==> config.mk <==
export PLATFORM = sky130hd
export DESIGN_NAME = fcvt_trunc_unit
export DESIGN_NICKNAME = d
export VERILOG_FILES = /design/src/rtl/fcvt_pkg.sv /design/src/rtl/fcvt_field_split.sv /design/src/rtl/fcvt_align.sv /design/src/rtl/fcvt_clamp.sv /design/src/rtl/fcvt_trunc_unit.sv
export SDC_FILE = /design/constraint.sdc
export NUM_CORES = 1
export LEC_CHECK = 0
export BUFFER_PORTS_ARGS = -buffer_cell sky130_fd_sc_hd__buf_2
export CORE_MARGIN = 3
export CORE_UTILIZATION = 55
export CTS_BUF_LIST = sky130_fd_sc_hd__clkbuf_16
export DETAILED_ROUTE_END_ITERATION = 12
export GPL_TIMING_DRIVEN = 1
export HOLD_SLACK_MARGIN = 0.05
export PLACE_DENSITY = 0.8
export REMOVE_ABC_BUFFERS = 1
export SLEW_MARGIN = 20
export SYNTH_ARGS = -nofsm -noshare
export SYNTH_HDL_FRONTEND = slang
export SYNTH_HIERARCHICAL = 1
export SYNTH_SLANG_ARGS = --single-unit
export TNS_END_PERCENT = 10
==> constraint.sdc <==
create_clock -name clk -period 0.8 [get_ports clk]
set_input_delay 0.04 -clock clk [delete_from_list [all_inputs] [get_ports clk]]
set_output_delay 0.04 -clock clk [all_outputs]
set_load 0.01 [all_outputs]
==> src/rtl/fcvt_pkg.sv <==
package fcvt_pkg;
    localparam int SIG_W = 53;   // widest significand including hidden bit
    localparam int XW    = 13;   // signed exponent width after scaling

    typedef enum logic [1:0] {
        FMT_SINGLE = 2'b00,
        FMT_DOUBLE = 2'b01,
        FMT_HALF   = 2'b11
    } src_fmt_e;

    // significand left-aligned so that sig[SIG_W-1] weighs 2^exp
    typedef struct packed {
        logic                  sign;
        logic                  nan;
        logic                  inf;
        logic signed [XW-1:0]  exp;
        logic [SIG_W-1:0]      sig;
    } fp_parts_t;
endpackage

==> src/rtl/fcvt_field_split.sv <==
module fcvt_field_split
    import fcvt_pkg::*;
#(
    parameter int EW = 11,
    parameter int MW = 52
) (
    input  logic [EW+MW:0] bits_in,
    output fp_parts_t      parts
);
    localparam int BIAS = (1 << (EW - 1)) - 1;

    logic [EW-1:0] ef;
    logic [MW-1:0] fr;

    always_comb begin
        ef = bits_in[EW+MW-1:MW];
        fr = bits_in[MW-1:0];
        parts.sign = bits_in[EW+MW];
        parts.nan  = (&ef) && (|fr);
        parts.inf  = (&ef) && !(|fr);
        parts.sig  = SIG_W'({(ef != '0), fr}) << (SIG_W - 1 - MW);
        if (ef == '0)
            parts.exp = XW'(1) - XW'(BIAS);
        else
            parts.exp = XW'(ef) - XW'(BIAS);
    end
endmodule

==> src/rtl/fcvt_align.sv <==
module fcvt_align
    import fcvt_pkg::*;
#(
    parameter int INT_W = 64
) (
    input  logic [SIG_W-1:0]      sig,
    input  logic signed [XW-1:0]  exp_s,
    output logic [INT_W-1:0]      mag,
    output logic                  lost,
    output logic                  big
);
    localparam int SHW = $clog2(INT_W);
    localparam logic signed [XW-1:0] TOP_E = XW'(INT_W);

    logic [2*INT_W-1:0] window;
    logic [SHW-1:0]     sh;

    always_comb begin
        sh     = SHW'(INT_W - 1) - SHW'(exp_s);
        window = {sig, {(2*INT_W-SIG_W){1'b0}}} >> sh;
        big    = 1'b0;
        mag    = '0;
        lost   = 1'b0;
        if (exp_s >= TOP_E) begin
            big = |sig;
        end else if (exp_s[XW-1]) begin
            lost = |sig;
        end else begin
            mag  = window[2*INT_W-1:INT_W];
            lost = |window[INT_W-1:0];
        end
    end
endmodule

==> src/rtl/fcvt_clamp.sv <==
module fcvt_clamp #(
    parameter int INT_W = 64
) (
    input  logic             sign,
    input  logic [INT_W-1:0] mag,
    input  logic             big,
    input  logic             wide,
    output logic [INT_W-1:0] value,
    output logic             ovf
);
    localparam int HALF = INT_W / 2;
    localparam logic [INT_W-1:0] ONE      = INT_W'(1);
    localparam logic [INT_W-1:0] WIDE_MIN = ONE << (INT_W - 1);
    localparam logic [INT_W-1:0] NARR_MIN = ONE << (HALF - 1);

    logic [INT_W-1:0] lim_mag;
    logic [INT_W-1:0] sat;
    logic [INT_W-1:0] signed_v;

    always_comb begin
        lim_mag  = (wide ? WIDE_MIN : NARR_MIN) - (sign ? '0 : ONE);
        ovf      = big || (mag > lim_mag);
        if (wide)
            sat = sign ? WIDE_MIN : ~WIDE_MIN;
        else
            sat = sign ? NARR_MIN : NARR_MIN - ONE;
        signed_v = sign ? (~mag + ONE) : mag;
        if (ovf)
            value = sat;
        else if (wide)
            value = signed_v;
        else
            value = {{(INT_W-HALF){1'b0}}, signed_v[HALF-1:0]};
    end
endmodule

==> src/rtl/fcvt_trunc_unit.sv <==
module fcvt_trunc_unit
    import fcvt_pkg::*;
#(
    parameter int INT_W   = 64,
    parameter int SCALE_W = $clog2(INT_W)
) (
    input  logic               clk,
    input  logic               rst_n,
    input  logic               in_valid,
    input  logic [INT_W-1:0]   operand,
    input  logic [1:0]         src_fmt,
    input  logic               dst_wide,
    input  logic               fix_en,
    input  logic [SCALE_W-1:0] scale,
    output logic               out_valid,
    output logic [INT_W-1:0]   result,
    output logic               flag_invalid,
    output logic               flag_inexact
);
    localparam int NFMT = 3;
    localparam int EW_T [NFMT] = '{11, 8, 5};
    localparam int MW_T [NFMT] = '{52, 23, 10};

    typedef struct packed {
        logic             valid;
        logic             invalid;
        logic             inexact;
        logic [INT_W-1:0] value;
    } stage_t;

    stage_t stage_d, stage_q;

    fp_parts_t parts [NFMT];
    fp_parts_t sel;

    for (genvar g = 0; g < NFMT; g++) begin : g_fmt
        fcvt_field_split #(
            .EW(EW_T[g]),
            .MW(MW_T[g])
        ) u_split (
            .bits_in(operand[EW_T[g]+MW_T[g]:0]),
            .parts  (parts[g])
        );
    end

    logic [SCALE_W:0]      fbits;
    logic signed [XW-1:0]  exp_s;
    logic [INT_W-1:0]      mag;
    logic                  lost;
    logic                  big;
    logic [INT_W-1:0]      clamp_val;
    logic                  ovf;

    always_comb begin
        case (src_fmt_e'(src_fmt))
            FMT_DOUBLE: sel = parts[0];
            FMT_HALF:   sel = parts[2];
            default:    sel = parts[1];
        endcase
        fbits = fix_en ? ((SCALE_W+1)'(INT_W) - {1'b0, scale}) : '0;
        exp_s = sel.exp + XW'(fbits);
    end

    fcvt_align #(.INT_W(INT_W)) u_align (
        .sig  (sel.sig),
        .exp_s(exp_s),
        .mag  (mag),
        .lost (lost),
        .big  (big)
    );

    fcvt_clamp #(.INT_W(INT_W)) u_clamp (
        .sign (sel.sign),
        .mag  (mag),
        .big  (big || sel.inf),
        .wide (dst_wide),
        .value(clamp_val),
        .ovf  (ovf)
    );

    always_comb begin
        stage_d         = stage_q;
        stage_d.valid   = in_valid;
        stage_d.invalid = 1'b0;
        stage_d.inexact = 1'b0;
        if (in_valid) begin
            if (sel.nan) begin
                stage_d.value   = '0;
                stage_d.invalid = 1'b1;
            end else begin
                stage_d.value   = clamp_val;
                stage_d.invalid = ovf;
                stage_d.inexact = !ovf && lost;
            end
        end
    end

    always_ff @(posedge clk or negedge rst_n) begin
        if (!rst_n)
            stage_q <= '0;
        else
            stage_q <= stage_d;
    end

    assign out_valid    = stage_q.valid;
    assign result       = stage_q.value;
    assign flag_invalid = stage_q.invalid;
    assign flag_inexact = stage_q.inexact;
endmodule

==> results of run 1 <==
## metrics by stage
step / utilization (%) / cell area, um^2 / total power, mW / hold WS, ns
after floorplan: - / 13030 / 15.75 / -0.2556
after detailed placement: 70.68 / 18470 / 30.55 / -0.05273
final: 76.60 / 20020 / 39.29 / 0.1441
after global placement: 70.68 / 18470 / 30.20 / -0.06645
after global routing: 76.60 / 20020 / 40.79 / 0.1822
after CTS: 74.83 / 19550 / 37.18 / 0.1096
## layout make-up
type | count | area share [%]
clock buffer | 9 | 1.125
clock inverter | 7 | 0.5001
inverter | 32 | 0.6188
multi-input combinational | 1527 | 59.70
sequential | 67 | 8.376
tap | 335 | 2.094
timing repair buffer | 714 | 27.58
## state kept, by name (all words and copies together) (netlist names)
name / flops
flag_inexact: 1
result: 64
flag_invalid: 1
out_valid: 1
## synth_stat cells (13+ instances only)
cell type / n / area, um^2
sky130_fd_sc_hd__a211oi_1: 23 / 172.7
sky130_fd_sc_hd__a21o_1: 15 / 112.6
sky130_fd_sc_hd__a21oi_1: 141 / 705.7
sky130_fd_sc_hd__a22o_1: 67 / 586.8
sky130_fd_sc_hd__and2_1: 18 / 112.6
sky130_fd_sc_hd__buf_1: 15 / 56.30
sky130_fd_sc_hd__buf_2: 28 / 140.1
sky130_fd_sc_hd__buf_4: 177 / 1329
sky130_fd_sc_hd__clkbuf_1: 46 / 172.7
sky130_fd_sc_hd__dfrtp_1: 67 / 1677
sky130_fd_sc_hd__ha_1: 83 / 1039
sky130_fd_sc_hd__inv_1: 29 / 108.9
sky130_fd_sc_hd__mux2_2: 47 / 529.3
sky130_fd_sc_hd__mux2i_1: 136 / 1361
sky130_fd_sc_hd__mux4_2: 54 / 1216
sky130_fd_sc_hd__nand2_1: 104 / 390.4
sky130_fd_sc_hd__nand2b_1: 13 / 81.33
sky130_fd_sc_hd__nand3_1: 26 / 130.1
sky130_fd_sc_hd__nand4_1: 30 / 187.7
sky130_fd_sc_hd__nor2_1: 233 / 874.6
sky130_fd_sc_hd__nor3_1: 37 / 185.2
sky130_fd_sc_hd__nor4_1: 44 / 275.3
sky130_fd_sc_hd__o21ai_0: 111 / 555.5
sky130_fd_sc_hd__o22ai_1: 19 / 118.9
sky130_fd_sc_hd__xnor2_1: 23 / 201.4
sky130_fd_sc_hd__xor2_1: 42 / 367.9
## timing repair
action	4_1_cts	5_1_grt
hold endpoints to repair	69	0
gates resized for setup	114	106
pin swaps	25	31
hold buffers	2	0
cloned	3	1
setup endpoints to repair	133	133
buffers inserted	24	10
## critical path: cells and delay by family
| family | cells | cell delay, ns |
|---|---|---|
| muxes | 3 | 0.78 |
| xor gates and xnor gates | 1 | 0.19 |
| buffers and inverters | 12 | 1.72 |
| AOI/OAI and AO/OA | 9 | 1.62 |
| adders and majority gates | 4 | 0.97 |
| and+or+nand+nor | 6 | 0.87 |
## cells in the final DEF, fill, tap and decap left out, types with 23 or more instances in the layout
| cell | n |
|---|---|
| sky130_fd_sc_hd__buf_4 | 533 |
| sky130_fd_sc_hd__nor2_1 | 212 |
| sky130_fd_sc_hd__buf_2 | 128 |
| sky130_fd_sc_hd__a21oi_1 | 127 |
| sky130_fd_sc_hd__mux2i_1 | 123 |
| sky130_fd_sc_hd__nand2_1 | 99 |
| sky130_fd_sc_hd__ha_1 | 80 |
| sky130_fd_sc_hd__conb_1 | 71 |
| sky130_fd_sc_hd__a22o_1 | 67 |
| sky130_fd_sc_hd__dfrtp_1 | 67 |
| sky130_fd_sc_hd__o21ai_0 | 66 |
| sky130_fd_sc_hd__mux4_2 | 55 |
| sky130_fd_sc_hd__mux2_2 | 43 |
| sky130_fd_sc_hd__o21ai_1 | 43 |
| sky130_fd_sc_hd__xor2_1 | 40 |
| sky130_fd_sc_hd__nor4_1 | 40 |
| sky130_fd_sc_hd__nor3_1 | 31 |
| sky130_fd_sc_hd__nand4_1 | 30 |
| sky130_fd_sc_hd__inv_1 | 26 |
| sky130_fd_sc_hd__buf_6 | 23 |
| sky130_fd_sc_hd__buf_12 | 23 |
## how the worst min path moves through the flow
stage / startpoint / endpoint / slack (ns)
final: rst_n / flag_invalid$_DFF_PN0_ / 0.14
after global routing: rst_n / flag_invalid$_DFF_PN0_ / 0.18
after CTS: rst_n / flag_invalid$_DFF_PN0_ / 0.11
after detailed placement: rst_n / result[53]$_DFFE_PN0P_ / -0.05
after global placement: rst_n / result[53]$_DFFE_PN0P_ / -0.07
after floorplan: rst_n / flag_inexact$_DFF_PN0_ / -0.26
## layer usage
metal  vias to the layer above  global-route usage, %
met1                      8083                  45.21
met2                      1012                  64.52
li1                       7666                      -
met5                         -                      0
met3                       253                  5.917
met4                         0                  19.63
## report_power, final
group | internal, mW | switching [mW] | leakage (nW)
Clock | 2.75 | 1.76 | 0.149
Combinational | 14.8 | 15.9 | 8.65
Sequential | 3.77 | 0.251 | 0.894
## logic make-up (layout without fill, tap and decap cells)
logic type | after synthesis | count (layout) | share of synthesized area, %
simple gates | 583 | 583 | 20.15
compound gates | 475 | 475 | 21.12
buf+inv | 315 | 762 | 13.66
mux | 249 | 249 | 22.46
fa+ha+maj | 84 | 84 | 7.225
flops | 67 | 67 | 11.44
xor+xnor | 65 | 65 | 3.886
other cells | 2 | 71 | 0.05126
==> flow_summary.yaml, run 1 <==
worst_setup_path:
  critPathCapture: "result[25]$_DFFE_PN0P_"
  critical_path_arrival_ns: 6.20
  rr_worst_depth: 1
  slowest_stage: "sky130_fd_sc_hd__fa_2"
  r2r-end: "result[10]$_DFFE_PN0P_"
  setup.worst_path.start_class: "input pin"
  cp_max_fo: 9
  critical_path.most_common_cell: "sky130_fd_sc_hd__buf_4"
  rr_startpoint: "result[10]$_DFFE_PN0P_"
  worst_ep_required_time_ns: 1.04
  critical_path.max_stage_delay_ns: 0.36
  setup.worst_path.end_class: "flip-flop"
  r2r_slack_ns: -0.06
  critical_path_class: "in -> reg"
  critPathLaunch: "operand[52]"
final_layout:
  num-fill-cells: 1840
  layout_area_overhead_pct: 36.63
  final_net_count: 2512
  multi_input_combinational_cell_area_um2: 11950
  final_layout_size_suffix_gt1_share_pct: 42.23
  ff_latch_area_um2: 1677
  antenna-diode-count: 0
  instances_no_fill: 2691
global_routing:
  number_of_antenna_violations_at_the_first_check_in_global_routing: 0
  grt_first_pass_wirelength_um: 86680
  grt_start_max_net_pins: 66
  grt_pass1_vias: 16300
  globalRouteTotalUtil_pct: 37.48
  grt_overflow: 0
yosys:
  ys_warn_count: 6
  syn-instance-count: 1840
  proportion_of_register_bits_with_asynchronous_set_or_reset_after_synthesis_pct: 100.0
  synth.cell_area_um2: 14650
  synth_flop_cell: "sky130_fd_sc_hd__dfrtp_1"
  ys_types: 94
  synth-seq-cells: 67
  synth_area_per_cell_um2: 7.962
  synth-seq-area-share_pct: 11.44
  number_of_enable_flip_flop_cells_after_synthesis: 0
timing:
  timing.final.crit_share_pct: 745.6
  achievable-frequency_ghz: 0.1676
  rsz0062_at_grt: "true"
  worst-slew-pin-transition_ns: 0.7676
  final_count_of_negative_setup_slack_endpoints: 133
  worst_setup_skew_after_layout_ns: 0
  relSlewSlack_pct: 48.83
  tns_ns: -340.54
  hold_violations: 0
  setup_ws_ns: -5.165
  min_period_ns: 5.965
  slew_viol_final: 0
floorplan:
  design.die.area_um2: 28630
  placement_rows: 59
  dieWidth_um: 169.2
  design.portCount: 144
  starting_density_pct: 56.06
  die-height_um: 169.2
  design.core.area_um2: 26130
outcome:
  violated_checks: "negative setup slack"
  outcome: "finished with violations"
clock_tree:
  cts_tree: "done"
  clock_insertion_delay_worst_skew_ns: 0.35
  tritoncts.num_buffers: 9
  clkSlewWorstSetupHoldPaths_ns: 0.06
  clock_tree.root_cell: "sky130_fd_sc_hd__clkbuf_16"
  clkSinkCount: 67
  cts.htree.levels: 3
  clock_path_buffers: 2
placement:
  port_buffers: 143
  pre_cts_ws_ns: -5.642
  dp_hpwl_um: 43390
  place.gp.congestion: 1.054
  dpl.cell_count: 2636
pwr:
  ir_drop_uv: 1189
  power.density_cell_area_nw_per_um2: 1963
  p_leak_nw: 9.691
flow_run:
  drv.max_cap_violation_count: 0
routing:
  drt_iter0_drc: 1868
  highest_layer: "met4"
  detail-route-antenna-nets: 0
  drc: 0
  dr_wl_met2_um: 27610
  num_vias: 17010
  sum_of_routed_wire_length_over_all_layers_um: 57220
  detailedRoute.firstPassIterationCount: 8
  m1WireLength_um: 21830
  routed_wire_length_per_instance_um: 21.26
  viasPerCell: 6.323
  detailroute.wirelength.met3_um: 4502
min_path:
  hp-class: "in -> async"
Note: power is estimated with default switching activity, not from simulation.
==> run 2: changes to the inputs <==
GPL_TIMING_DRIVEN = unset   (was 1)
PLACE_DENSITY = 0.76   (was 0.8)
clock period = 6.1 ns   (was 0.8 ns; I/O delays follow)
==> flow_summary.yaml, run 2 (synthesis gave the netlist of run 1 again) <==
outcome:
  violated_checks: "negative setup slack"
  outcome: "finished with violations"
timing:
  rsz0062_at_grt: "true"
  worst-slew-pin-transition_ns: 0.9391
  setup_ws_ns: -0.1742
  final.hold.worst_slack_ns: 0.1182
  achievable-frequency_ghz: 0.1594
  min_period_ns: 6.274
  relSlewSlack_pct: 37.39
  timing.final.crit_share_pct: 102.9
  final_count_of_negative_setup_slack_endpoints: 44
  worst_setup_skew_after_layout_ns: 0
  slew_viol_final: 0
  hold_violations: 0
clock_tree:
  clock_tree.root_cell: "sky130_fd_sc_hd__clkbuf_16"
  clkSlewWorstSetupHoldPaths_ns: 0.06
  cts.htree.levels: 3
  clkSinkCount: 67
  clock_insertion_delay_worst_skew_ns: 0.34
  clock_path_buffers: 2
  cts_tree: "done"
  holdBufCountCts: 0
  tritoncts.num_buffers: 9
floorplan:
  design.portCount: 144
  dieWidth_um: 169.2
  design.core.area_um2: 26130
  die-height_um: 169.2
  starting_density_pct: 56.06
  placement_rows: 59
  design.die.area_um2: 28630
pwr:
  p_leak_nw: 8.924
  power.density_cell_area_nw_per_um2: 265.9
  totalPowerFinal_mw: 4.914
  ir_drop_uv: 137.6
routing:
  drt_iter0_drc: 1617
  sum_of_routed_wire_length_over_all_layers_um: 53650
  viasPerCell: 6.234
  drc: 0
  detail-route-antenna-nets: 0
  detailedRoute.firstPassIterationCount: 8
  routed_wire_length_per_instance_um: 21.04
  num_vias: 15900
worst_setup_path:
  number_of_buffer_and_inverter_instances_along_the_worst_setup_path: 8
  slowest_stage: "sky130_fd_sc_hd__or4_4"
  setup.worst_path.end_class: "flip-flop"
  cp_max_fo: 8
  critical_path.max_stage_delay_ns: 0.58
  critical_path_arrival_ns: 6.49
  setup.worst_path.start_class: "input pin"
  worst_ep_required_time_ns: 6.31
  critPathTopFamily: "simple AND/OR/NAND/NOR gates"
  r2r_slack_ns: 5.34
  critical_path_class: "in -> reg"
global_routing:
  globalRouteTotalUtil_pct: 35.62
  number_of_antenna_violations_at_the_first_check_in_global_routing: 0
  grt_first_pass_wirelength_um: 82850
  grt_start_max_net_pins: 111
  grt_overflow: 0
  grt_pass1_vias: 15380
placement:
  pre_cts_ws_ns: -0.6724
  port_buffers: 143
  dp_hpwl_um: 41720
  place.gp.congestion: 1.049
final_layout:
  final_layout_size_suffix_gt1_share_pct: 37.20
  largest_register_ffs: 64
  final_net_count: 2371
  layout_area_overhead_pct: 26.14
  most_common_cell_after_layout_fill_and_taps_aside: "sky130_fd_sc_hd__buf_4"
  antenna-diode-count: 0
  most-common-layout-cells: "sky130_fd_sc_hd__buf_4 (410), sky130_fd_sc_hd__nor2_1 (226), sky130_fd_sc_hd__buf_2 (141)"
min_path:
  hp-class: "in -> reg"
flow_run:
  drv.max_cap_violation_count: 0
[run 2: cell count changes in the layout (fill, tap and decap cells not counted), sizes merged]
cell	change
buf	-142
bufinv	+1
clkbuf	+2
clkdlybuf4s18	+1
clkinv	+3
clkinvlp	-2
dlygate4sd3	-2
inv	-2
[run 2: where the power goes]
group | internal [mW] | leakage (nW) | switching, mW | total, mW
Combinational | 1.79 | 7.86 | 1.99 | 3.77
Clock | 0.403 | 0.170 | 0.218 | 0.621
Sequential | 0.494 | 0.894 | 0.0275 | 0.521
[run 2: worst paths after layout]
| check | to | depth (start not counted) | startpoint |
|---|---|---|---|
| setup / recovery | result[39]$_DFFE_PN0P_ | 34 | operand[52] |
| hold / removal | out_valid$_DFF_PN0_ | 1 | in_valid |
| setup reg to reg | result[63]$_DFFE_PN0P_ | 1 | result[63]$_DFFE_PN0P_ |
| hold reg to reg | result[36]$_DFFE_PN0P_ | 1 | result[36]$_DFFE_PN0P_ |
| max in group asynchronous | result[13]$_DFFE_PN0P_ | 2 | rst_n |
| min in group asynchronous | result[48]$_DFFE_PN0P_ | 2 | rst_n |
[run 2: layout make-up]
class	instances	area (um^2)
repair buffers	573	4210
clock buffers	9	225.2
fillers	2119	7652
flip-flops and latches	67	1677
well taps	335	419.2
clock inverters	7	125.1
multi-input cells	1527	11700
inverters	32	127.6
[run 2: layer usage]
layer / vias to the layer above / global-route usage, % / part of all wire, %
met5: - / 0 / 0
met4: 0 / 13.48 / 4.4
met3: 169 / 3.145 / 6.6
met2: 789 / 61.24 / 48
met1: 7557 / 46.70 / 41
li1: 7382 / - / -
[run 2: timing repair]
action	CTS	global route
pin swaps	6	24
setup buffers	15	16
setup endpoints to repair	66	66
gates cloned	1	4
gates resized for setup	35	78
[run 2: metrics by stage]
stage          setup TNS (ns)  cell area (um^2)  instances  utilization [%]
6_report               -3.379             18480       2550            70.72
2_1_floorplan         -242.10             13030       1626                -
4_1_cts                     0             18000       2531            68.89
5_1_grt                -22.56             18480       2550            70.72
3_3_place_gp           -30.77             17350       2499            66.41
3_5_place_dp           -37.14             17350       2499            66.41
